### config.mk
export PLATFORM = sky130hd
export DESIGN_NAME = serial_word_rx
export DESIGN_NICKNAME = d
export VERILOG_FILES = /design/src/rtl/srx_pkg.sv /design/src/rtl/srx_line_front.sv /design/src/rtl/srx_gap_timer.sv /design/src/rtl/srx_shifter.sv /design/src/rtl/srx_word_check.sv /design/src/rtl/serial_word_rx.sv
export SDC_FILE = /design/constraint.sdc
export NUM_CORES = 1
export LEC_CHECK = 0
export BUFFER_PORTS_ARGS = -buffer_cell sky130_fd_sc_hd__buf_2
export CAP_MARGIN = 5
export CORE_MARGIN = 4
export CORE_UTILIZATION = 35
export DETAILED_ROUTE_END_ITERATION = 6
export HOLD_SLACK_MARGIN = 0.12
export PLACE_DENSITY = 0.57
export SETUP_SLACK_MARGIN = 0.4
export SLEW_MARGIN = 40
export SYNTH_ARGS = -nofsm -noshare
export SYNTH_HDL_FRONTEND = slang
export SYNTH_SLANG_ARGS = --single-unit
### constraint.sdc
create_clock -name clk_i -period 6.98 [get_ports clk_i]
set_input_delay 0.349 -clock clk_i [delete_from_list [all_inputs] [get_ports clk_i]]
set_output_delay 0.349 -clock clk_i [all_outputs]
set_load 0.01 [all_outputs]
### src/rtl/srx_pkg.sv
package srx_pkg;
  typedef enum logic [1:0] {
    SYM_NULL = 2'b00,
    SYM_ONE  = 2'b01,
    SYM_ZERO = 2'b10,
    SYM_BAD  = 2'b11
  } sym_e;
endpackage

### src/rtl/srx_line_front.sv
module srx_line_front
  import srx_pkg::*;
(
  input  logic clk_i,
  input  logic rst_ni,
  input  logic test_en_i,
  input  logic line_one_i,
  input  logic line_zero_i,
  input  logic test_one_i,
  input  logic test_zero_i,
  output logic active_o,
  output logic bit_stb_o,
  output logic bit_val_o
);
  logic one_s, zero_s;
  sym_e sym_d, sym_q, sym_prev_q;

  assign one_s  = test_en_i ? test_one_i  : line_one_i;
  assign zero_s = test_en_i ? test_zero_i : line_zero_i;

  always_comb begin
    unique case ({zero_s, one_s})
      2'b01:   sym_d = SYM_ONE;
      2'b10:   sym_d = SYM_ZERO;
      2'b11:   sym_d = SYM_BAD;
      default: sym_d = SYM_NULL;
    endcase
  end

  always_ff @(posedge clk_i or negedge rst_ni) begin
    if (!rst_ni) begin
      sym_q      <= SYM_NULL;
      sym_prev_q <= SYM_NULL;
    end else begin
      sym_q      <= sym_d;
      sym_prev_q <= sym_q;
    end
  end

  assign active_o  = (sym_q == SYM_ONE) || (sym_q == SYM_ZERO);
  // new valid symbol marks a bit
  assign bit_stb_o = active_o && (sym_q != sym_prev_q);
  assign bit_val_o = (sym_q == SYM_ONE);
endmodule

### src/rtl/srx_gap_timer.sv
module srx_gap_timer #(
  parameter int GAP_LEN = 17
) (
  input  logic clk_i,
  input  logic rst_ni,
  input  logic active_i,
  output logic gap_stb_o
);
  localparam int CNT_W = $clog2(GAP_LEN + 1);
  localparam logic [CNT_W-1:0] LAST = CNT_W'(GAP_LEN - 1);
  localparam logic [CNT_W-1:0] FULL = CNT_W'(GAP_LEN);

  logic [CNT_W-1:0] cnt_q;

  always_ff @(posedge clk_i or negedge rst_ni) begin
    if (!rst_ni)             cnt_q <= '0;
    else if (active_i)       cnt_q <= '0;
    else if (cnt_q != FULL)  cnt_q <= cnt_q + 1'b1;
  end

  // fires once per idle run, on its GAP_LEN-th idle sample
  assign gap_stb_o = !active_i && (cnt_q == LAST);
endmodule

### src/rtl/srx_shifter.sv
module srx_shifter #(
  parameter int WORD_W = 32,
  parameter int CNT_W  = 7
) (
  input  logic              clk_i,
  input  logic              rst_ni,
  input  logic              armed_i,
  input  logic              bit_stb_i,
  input  logic              bit_val_i,
  input  logic              gap_stb_i,
  output logic [WORD_W-1:0] data_o,
  output logic [CNT_W-1:0]  count_o
);
  logic [WORD_W-1:0] sh_q;
  logic [CNT_W-1:0]  cnt_q;

  always_ff @(posedge clk_i or negedge rst_ni) begin
    if (!rst_ni) begin
      sh_q  <= '0;
      cnt_q <= '0;
    end else if (gap_stb_i) begin
      cnt_q <= '0;
    end else if (armed_i && bit_stb_i) begin
      sh_q <= {bit_val_i, sh_q[WORD_W-1:1]};
      if (cnt_q != '1) cnt_q <= cnt_q + 1'b1;
    end
  end

  assign data_o  = sh_q;
  assign count_o = cnt_q;
endmodule

### src/rtl/srx_word_check.sv
module srx_word_check #(
  parameter int WORD_W = 32,
  parameter int CNT_W  = 7
) (
  input  logic              clk_i,
  input  logic              rst_ni,
  input  logic              gap_stb_i,
  input  logic              parity_en_i,
  input  logic [WORD_W-1:0] data_i,
  input  logic [CNT_W-1:0]  count_i,
  output logic              armed_o,
  output logic [WORD_W-1:0] word_o,
  output logic              load_o,
  output logic              err_o
);
  localparam logic [CNT_W-1:0] FULL_CNT = CNT_W'(WORD_W);

  logic              armed_q, load_q, err_q, len_ok;
  logic [WORD_W-1:0] word_q, word_d;

  assign len_ok = (count_i == FULL_CNT);

  always_comb begin
    word_d = data_i;
    if (parity_en_i && !(^data_i)) word_d[WORD_W-1] = 1'b1;
  end

  always_ff @(posedge clk_i or negedge rst_ni) begin
    if (!rst_ni) begin
      armed_q <= 1'b0;
      load_q  <= 1'b0;
      err_q   <= 1'b0;
      word_q  <= '0;
    end else begin
      load_q <= 1'b0;
      if (gap_stb_i) begin
        armed_q <= 1'b1;
        if (armed_q) begin
          if (len_ok) begin
            word_q <= word_d;
            load_q <= 1'b1;
            err_q  <= 1'b0;
          end else begin
            err_q <= 1'b1;
          end
        end
      end
    end
  end

  assign armed_o = armed_q;
  assign word_o  = word_q;
  assign load_o  = load_q;
  assign err_o   = err_q;
endmodule

### src/rtl/serial_word_rx.sv
module serial_word_rx #(
  parameter int WORD_W  = 32,
  parameter int GAP_LEN = 17
) (
  input  logic              clk_i,
  input  logic              rst_ni,
  input  logic              parity_en_i,
  input  logic              test_en_i,
  input  logic              line_one_i,
  input  logic              line_zero_i,
  input  logic              test_one_i,
  input  logic              test_zero_i,
  output logic [WORD_W-1:0] word_o,
  output logic              word_load_o,
  output logic              len_err_o
);
  localparam int CNT_W = $clog2(WORD_W) + 2;

  logic              active, bit_stb, bit_val, gap_stb, armed;
  logic [WORD_W-1:0] sh_data;
  logic [CNT_W-1:0]  bit_cnt;

  srx_line_front i_front (
    .clk_i, .rst_ni, .test_en_i,
    .line_one_i, .line_zero_i, .test_one_i, .test_zero_i,
    .active_o(active), .bit_stb_o(bit_stb), .bit_val_o(bit_val)
  );

  srx_gap_timer #(.GAP_LEN(GAP_LEN)) i_gap (
    .clk_i, .rst_ni, .active_i(active), .gap_stb_o(gap_stb)
  );

  srx_shifter #(.WORD_W(WORD_W), .CNT_W(CNT_W)) i_shift (
    .clk_i, .rst_ni, .armed_i(armed), .bit_stb_i(bit_stb),
    .bit_val_i(bit_val), .gap_stb_i(gap_stb),
    .data_o(sh_data), .count_o(bit_cnt)
  );

  srx_word_check #(.WORD_W(WORD_W), .CNT_W(CNT_W)) i_check (
    .clk_i, .rst_ni, .gap_stb_i(gap_stb), .parity_en_i,
    .data_i(sh_data), .count_i(bit_cnt), .armed_o(armed),
    .word_o, .load_o(word_load_o), .err_o(len_err_o)
  );
endmodule

==> results.yml <==
sta:
  tns_ns: 0
  relSlewSlack_pct: 56.2
  period_share_pct: 37.0
  report.final.setup_viol: 0
  rsz0062_at_grt: "no"
  clock-skew-final_ns: 0.0125
  drv_slew: 0
  fmax_mhz: 388
  tightest_slew_ns: 0.658
  fin_crit_ns: 2.58
  hold_viol_final: 0
die:
  num_rows: 36
  fp.coreArea_um2: 9860
  die_w_um: 109
  io_pins: 42
  dieArea_um2: 11900
  die_h_um: 109
  start_util_pct: 36.2
logic_synthesis:
  synth-edff-count: 0
  netlist_area_um2: 3570
  synthFlopType: "dfrtp_1"
  synth_top_area_share_pct: 58.1
  synthDistinctLibCells: 26
  syn_avg_cell_area_um2: 14.2
  ys_async_sr_fraction_pct: 100
  ys_ff_latch: 83
  ys_seq_area_share_pct: 58.1
  synth_most_common_cell: "dfrtp_1"
  syn_nets: 265
  synthTopCellsByArea: "dfrtp_1, mux2_2, xnor2_1"
  yosysTopAreaCell: "dfrtp_1"
  yosys_warnings: 0
  ys_top_cells_by_count: "dfrtp_1, mux2_2, xnor2_1"
  syn_inst: 251
status:
  status: "complete, no violations"
power_and_ir_drop:
  p_int_mw: 0.636
  ir_drop_v: 0.0000638
  power_mw: 0.828
  p_clk_share_pct: 36.7
  static-leakage-power_nw: 2.11
  combPwrFrac_pct: 3.8
  powerDensity_nw_per_um2: 202
  seqPwrFrac_pct: 59.5
  p_switching_mw: 0.192
  p_sw_share_pct: 23.2
clock_tree:
  insertion_delay_ns: 0.34
  htreeDepth: 3
  cts_made_buffers: 9
  clockBufferDepth: 2
  cts.sinks: 83
  cts_tree: "done"
  postCtsSetupRepairBufs: 0
  hold_buffers: 1
  post_cts_resized: 0
  root_buffer: "clkbuf_8"
  path_clk_slew_ns: 0.08
place:
  placed_cell_area_um2: 3910
  portBuffers: 41
  hpwl_mm: 3.77
  place.gp.congestion: 0.740
  dp.cells: 420
layout:
  design_area_um2: 4090
  drive_gt1_share_pct: 40.3
  antenna_cells: 0
  fin_cells: 436
  final_net_count: 313
  syn_to_final_growth_pct: 14.6
  fillCellCount: 925
setup_path:
  end_kind: "flop"
  start_kind: "flop"
  critPathMaxFanout: 35
  crit_path_max_incr_delay_ns: 0.45
  slowest_stage: "and4_1"
  r2r_slack_ns: 4.40
  crit_path_cell_trace: "ha_1 -> and4_1 -> nand2_2 -> nor4b_4 -> buf_4 -> mux2_2"
  critPathBufInv: 1
  cp_top_family: "simple AND/OR/NAND/NOR gates"
  path_class: "reg2reg"
  cp.arrival_ns: 2.81
  required_ns: 7.21
flow_run:
  max_cap_viol_count: 0
route:
  wirelength_mm: 5.88
  vias_per_cell: 4.52
  drcViolationCount: 0
  num_vias: 1969
  ant_nets: 0
  drt_first_pass_iters: 4
  drt-initial-drc-count: 81
  post_drt_wl_per_cell_um: 13.5
global_route:
  grt_pass1_vias: 1992
  grt_pass1_wl_mm: 10.1
  grt_antenna_before_repair: 0
  grt_overflow: 0
  groute.usage.overall_pct: 11.0
  grt_start_max_net_pins: 84
min_path:
  hp-class: "in2reg"
## per-stage QoR
stage          util, %  setup slack [ns]  hold WS [ns]
2_1_floorplan        -              4.73        0.0534
3_3_place_gp      39.6              4.47         0.400
3_5_place_dp      39.7              4.39         0.400
4_1_cts           41.5              4.38         0.216
5_1_grt           41.5              4.24         0.226
6_report          41.5              4.40         0.231
## state kept, by name (all words and copies together), names as in the netlist
name                count
i_check.word_o         32
i_shift.data_o         32
i_shift.count_o         7
i_gap.cnt_q             5
i_front.sym_prev_q      2
i_front.sym_q           2
i_check.armed_o         1
i_check.err_o           1
i_check.load_o          1
## path summary, 6_finish.rpt
kind                                            startpoint                              end  depth (start not counted)
worst max-delay path            i_front.sym_q[0]$_DFF_PN0_    i_check.word_o[7]$_DFFE_PN0P_                          6
worst min-delay path                           test_zero_i       i_front.sym_q[1]$_DFF_PN0_                          2
worst max register to register  i_front.sym_q[0]$_DFF_PN0_    i_check.word_o[7]$_DFFE_PN0P_                          6
worst min register to register  i_front.sym_q[1]$_DFF_PN0_  i_front.sym_prev_q[1]$_DFF_PN0_                          0
max in group asynchronous                           rst_ni   i_shift.data_o[25]$_DFFE_PN0P_                          2
min in group asynchronous                           rst_ni   i_shift.count_o[3]$_DFFE_PN0P_                          2
## cell usage in the layout, fill, tap and decap left out
cell type	n
buf_4	2
clkinv_2	2
o21a_1	1
buf_2	40
inv_6	1
or2_2	1
mux2_1	3
nand4_1	3
mux2i_1	2
nand2_2	1
or4b_1	1
and4_1	1
xnor2_1	32
nor3b_1	1
dlygate4sd3_1	1
o21ai_2	1
a21oi_1	4
ha_1	6
xor2_1	9
nor2b_1	3
nor4b_4	1
nand3_1	2
nand2_1	5
and3_1	3
nor2_1	10
clkbuf_1	1
o21ai_1	1
and2_1	3
dfrtp_1	83
clkbuf_8	11
inv_1	6
mux2_2	61
clkinvlp_4	1
## cell type report
cell class | count | area (µm²) | area share (%)
Sequential cell | 83 | 2080 | 50.7
Multi-Input combinational cell | 155 | 1420 | 34.7
Clock inverter | 4 | 26.3 | 0.642
Clock buffer | 11 | 141 | 3.45
Timing Repair Buffer | 44 | 239 | 5.84
Tap cell | 133 | 166 | 4.07
Inverter | 6 | 22.5 | 0.550
## cells by family (layout without fill, tap and decap cells)
kind of cell    Yosys count  in the layout  share of synthesized area (%)
simple gates             35             35                           5.71
compound gates            7              7                           1.05
buf+inv                  13             65                           2.21
fa+ha+maj                 6              6                           2.10
flops                    83             83                           58.1
mux                      66             66                           20.7
xor+xnor                 41             41                           10.1
## layer usage
layer | wire length [µm] | GRT usage (%) | share of wire [%]
met2 | 2720 | 16.6 | 46
met3 | 197 | 2.55 | 3.3
met1 | 2860 | 14.9 | 49
met5 | 0 | 0 | 0
met4 | 104 | 5.14 | 1.8
## power groups by stage
| stage | Sequential [mW] | Combinational (mW) | Clock [mW] |
|---|---|---|---|
| after floorplan | 0.501 | 0.0158 | 0 |
| after global placement | 0.502 | 0.0321 | 0 |
| after detailed placement | 0.503 | 0.0319 | 0 |
| after CTS | 0.493 | 0.0328 | 0.318 |
| after global routing | 0.494 | 0.0385 | 0.334 |
| final | 0.493 | 0.0313 | 0.304 |
Note: power is estimated with default switching activity, not from simulation.
